## config.mk

```make
export PLATFORM = sky130hd
export DESIGN_NAME = dwc_window_judge
export DESIGN_NICKNAME = d
export VERILOG_FILES = /design/src/rtl/dwc_pkg.sv /design/src/rtl/dwc_window_judge.sv
export SDC_FILE = /design/constraint.sdc
export NUM_CORES = 1
export LEC_CHECK = 0
export BUFFER_PORTS_ARGS = -buffer_cell sky130_fd_sc_hd__buf_2
export CAP_MARGIN = 10
export CORE_ASPECT_RATIO = 1.1
export CORE_MARGIN = 4
export CORE_UTILIZATION = 35
export DETAILED_ROUTE_END_ITERATION = 6
export GPL_TIMING_DRIVEN = 0
export PLACE_DENSITY_LB_ADDON = 0.12
export SYNTH_ARGS = -nofsm -noshare
export SYNTH_HDL_FRONTEND = slang
export SYNTH_SLANG_ARGS = --single-unit
```

## constraint.sdc

```tcl
create_clock -name vclk -period 26.5
set_input_delay 7.95 -clock vclk [all_inputs]
set_output_delay 7.95 -clock vclk [all_outputs]
set_load 0.03 [all_outputs]
```

## src/rtl/dwc_pkg.sv

```systemverilog
package dwc_pkg;

  // Counter width: enough for the nominal half plus one headroom bit.
  function automatic int unsigned half_width(input int unsigned nominal);
    return $clog2(nominal + 1) + 1;
  endfunction

  // True when half/total lies outside [lo_num, hi_num] / 2^fw.
  // Cross-multiplied, so no division is required.
  function automatic logic outside_window(input logic [31:0] half,
                                          input logic [31:0] total,
                                          input logic [31:0] lo_num,
                                          input logic [31:0] hi_num,
                                          input int unsigned fw);
    logic [63:0] scaled;
    logic [63:0] lo_lim;
    logic [63:0] hi_lim;
    scaled = {32'd0, half} << fw;
    lo_lim = {32'd0, lo_num} * {32'd0, total};
    hi_lim = {32'd0, hi_num} * {32'd0, total};
    return (scaled < lo_lim) || (scaled > hi_lim);
  endfunction

endpackage

```

## src/rtl/dwc_window_judge.sv

```systemverilog
module dwc_window_judge
  import dwc_pkg::*;
#(
  parameter int CNT_W  = 8,
  parameter int FRAC_W = 6
) (
  input  logic [CNT_W-1:0] half_i,
  input  logic [CNT_W:0]   total_i,
  input  logic [FRAC_W:0]  lo_num_i,
  input  logic [FRAC_W:0]  hi_num_i,
  output logic             viol_o
);
  localparam logic [CNT_W-1:0] CNT_TOP = {CNT_W{1'b1}};

  logic saturated;
  logic off_window;

  assign saturated  = (half_i == CNT_TOP);
  assign off_window = outside_window(32'(half_i), 32'(total_i),
                                     32'(lo_num_i), 32'(hi_num_i),
                                     FRAC_W);
  assign viol_o = saturated | off_window;
endmodule

```

==> Word level (Yosys, flattened, before mapping) <==
Index checks and enable logic that the tools add are counted.
{ "word_totals": {"output_inout_bits": 1, "reg_bits": 0, "elab_cells": 7, "inputBits": 31} }
{ "op_classes": {"mul": 2, "magnitude_cmp": 2, "n_eq_ne": 1, "n_bitwise": 1, "reduce_logical": 1} }
{ "op_table": {"columns": ["cell", "n"], "rows": [
  ["7-bit by 9-bit multiplier with 16-bit output", 2],
  ["14-bit by 16-bit > comparator with 1-bit output", 1],
  ["14-bit by 16-bit less-than comparator with 1-bit output", 1],
  ["8-bit equality test (second input constant)", 1],
  ["1-bit logical OR", 1],
  ["1-bit OR", 1]
]} }

==> Longest topological paths before layout <==
{ "logic_depth": {"ltp_word": 4, "depth_mapped": 24, "depth_no_buf": 23} }

==> Worst setup path after synthesis <==
OpenSTA, ideal clock, no wires.
{ "synth_timing": {"path_kind": "input port to output port", "from": "input port total_i[3]", "to": "output port viol_o", "stages": 23, "arrival_time_ns": 12.960, "path_buffers": 1, "slack_ns": 5.590, "t_required_ns": 18.550, "path_cell_list": "clkbuf_1 > and2_1 > fa_1 > inv_1 > fa_1 > inv_1 > fa_1 > inv_1 > fa_1 > inv_1 > ha_1 > o21ai_0 > o21ai_0 > a31o_2 > a21oi_1 > xor2_1 > ha_1 > and4_1 > nand3_1 > a2111oi_2 > a2111oi_0 > nor4_2 > o211ai_1"} }
{ "synth_via": {"elab_chain_cells": 4, "word_cells_on_any_way": 6, "classes_between": "mul (2); order compare (2); bitwise (1); reduce/logical (1)"} }
{ "synth_rtl": {"columns": ["item", "line_no", "rtl"], "rows": [
  ["start: declaration", "dwc_window_judge.sv:8", "input logic [CNT_W:0] total_i,"],
  ["7-bit by 9-bit multiplier with 16-bit output (on tied branches)", "dwc_pkg.sv:19, dwc_pkg.sv:20", null],
  ["14-bit by 16-bit less-than comparator with 1-bit output or 14-bit by 16-bit > comparator with 1-bit output (tied branches)", "dwc_pkg.sv:21", "return (scaled < lo_lim) || (scaled > hi_lim);"],
  ["1-bit logical OR (*)", "dwc_pkg.sv:21", null],
  ["1-bit OR (*)", "dwc_window_judge.sv:22", "assign viol_o = saturated | off_window;"],
  ["end: declaration", "dwc_window_judge.sv:11", "output logic viol_o"]
]} }
Mark *: on every way between the ends. The rest lies on a longest branch, timed or not.

==> Worst setup path in the final report <==
Same ends and word-level chain as after synthesis.

==> run summary <==
Core Rows = 42
Cell variety after synth = 42
GRT Resource Usage Total = 15.4%
Final WL = 10800 µm
Startpoint Class = input pin
Number of clock buffers in the layout = 0
Int Pwr = 0.132 mW
Top-count cell post-synth = and2_1
Type of the worst min-delay path = in2out
Largest net degree at the start of global routing = 11
Hold Violations, Final = 0
DRT antenna net count = 0
Peak VDD IR = 0.0000475 V
Drt via density = 5.01
WP data arrival = 13.87 ns
Critical path class = in2out
Unrepaired setup endpoints after global routing = no
Die Ht = 126 µm
Share of cells above drive strength 1 = 7.95%
Fmax = 45.8 MHz
Area share of the largest cell type after synthesis = 30.8%
Max-slew violations = 0
Seq pwr share = 0%
Layout area overhead = 7.97%
Initial antenna violation count = 0
Ys Warns = 0
Filler Cells Inserted = 1297
First-pass GRT wire length = 18500 µm
Slowest CP cell = fa_1
Sequential share of the synthesized area = 0%
# resized after CTS = 0
Fin util = 39.2%
Worst Path Buf+Inv = 7
Critical Path RT = 18.55 ns
Synth top area cells = fa_1, ha_1, and2_1
# port buffers = 32
CP max stage delay = 0.54 ns
Vias in the first global route = 3599
Syn_nets = 692
Die X = 115 µm
CP max FO = 10
Nets = 726
Starting density of the core = 36.3%
Power share of the clock group = 0%
Boundary Pins = 32
Post-layout min period = 21.82 ns
Syn_area_per_cell = 8.69 µm²
Worst slew margin = 61.3%
Post-Synthesis Cells = 509
Die ar. = 0.0145 mm²
Setup_tns = 0 ns
Post-CTS Setup Repair Bufs = 0
First-pass iteration count of the detailed router = 4
Crit share post-route = 82.3%
Outcome = finished, final reports clean
Final Wtd Congestion = 0.875
Sequential Area = 0 µm²
Routed vias = 3479
CP delay by family, top = adder cells
CP endpoint kind = output pin
Sequential cell count = 0
DRT iter0 DRCs = 115
Final setup fails = 0
PwrDens = 65.2 mW/mm²
# diodes = 0
Leakage Power = 2.43 nW
Wire per inst = 15.5 µm
Psw = 0.180 mW
CTS Hold Bufs = 0
Commonest cells post-synth = and2_1, ha_1, inv_1
DRC = 0
Mapped Area = 0.00443 mm²
DP HPWL = 9400 µm
Switch share = 57.6%
CORE AREA = 0.0122 mm²
Overflow after GRT = 0
Gate power share = 100.0%
Worst slew pin tran = 0.574 ns
Cell taking the most area after synthesis = fa_1
MaxCap Viol Count = 0
worst min-delay path: stages:
cell	delay (ns)
buf_2	0.13
ha_1	0.19
o21ai_0	0.15
o21bai_1	0.11
o211ai_1	0.10
buf_2	0.18
logic make-up after synthesis:
logic type      share of synthesized area (%)
simple gates                             21.2
fa+ha+maj                                54.5
buf+inv                                  7.38
compound gates                           12.8
xor+xnor                                 4.16
cells in the final DEF, fill, tap and decap left out, types with 2 or more instances in the layout:
master and instances:
and2_1 96, ha_1 84, inv_1 78, fa_1 68, nand2_1 34, buf_2 32, a21oi_1 24, o21ai_0 18
xor2_1 17, clkbuf_1 9, nor2_1 9, a211oi_1 7, nand3_1 6, a21o_1 6, o21bai_1 6, nor3_1 5
o211ai_1 4, xnor2_1 4, nand4_1 4, nor4_1 3, a211oi_2 2, a2111oi_0 2, a221oi_1 2, and4_1 2
per-stage QoR:
step | total power, mW | setup slack (ns) | std cells | instance area (µm²) | hold slack [ns]
global route | 0.360 | 4.24 | 695 | 4780 | 16.83
finish | 0.312 | 4.68 | 695 | 4780 | 16.76
detailed placement | 0.310 | 4.62 | 695 | 4780 | 16.77
CTS | 0.314 | 4.59 | 695 | 4780 | 16.78
global placement | 0.308 | 4.58 | 695 | 4780 | 16.78
floorplan | 0.233 | 5.59 | 509 | 4430 | 16.52
path summary, 6_finish.rpt:
check,from,endpoint,cells past startpoint
max,total_i[3],viol_o,25
min,half_i[7],viol_o,6
power by group through the flow:
stage          Clock, mW  Sequential (mW)  Combinational [mW]
2_1_floorplan          0                0               0.233
3_3_place_gp           0                0               0.308
3_5_place_dp           0                0               0.310
4_1_cts                0                0               0.314
5_1_grt                0                0               0.360
6_report               0                0               0.312
final cells by class:
| cell class | count | area, µm² | area share, % |
|---|---|---|---|
| multi-input cells | 422 | 4100 | 85.8 |
| repair buffers | 32 | 160 | 3.35 |
| inverters | 78 | 293 | 6.13 |
| well taps | 154 | 193 | 4.03 |
| plain buffers | 9 | 33.8 | 0.707 |
per-layer routing:
layer	track usage [%]	vias up	routed length, µm
li1	-	1756	-
met1	24.6	1689	5740
met3	0.192	2	198
met2	24.5	32	4800
met5	0	-	0
met4	0.414	0	35
No activity file was read; power rests on OpenSTA's default activity.
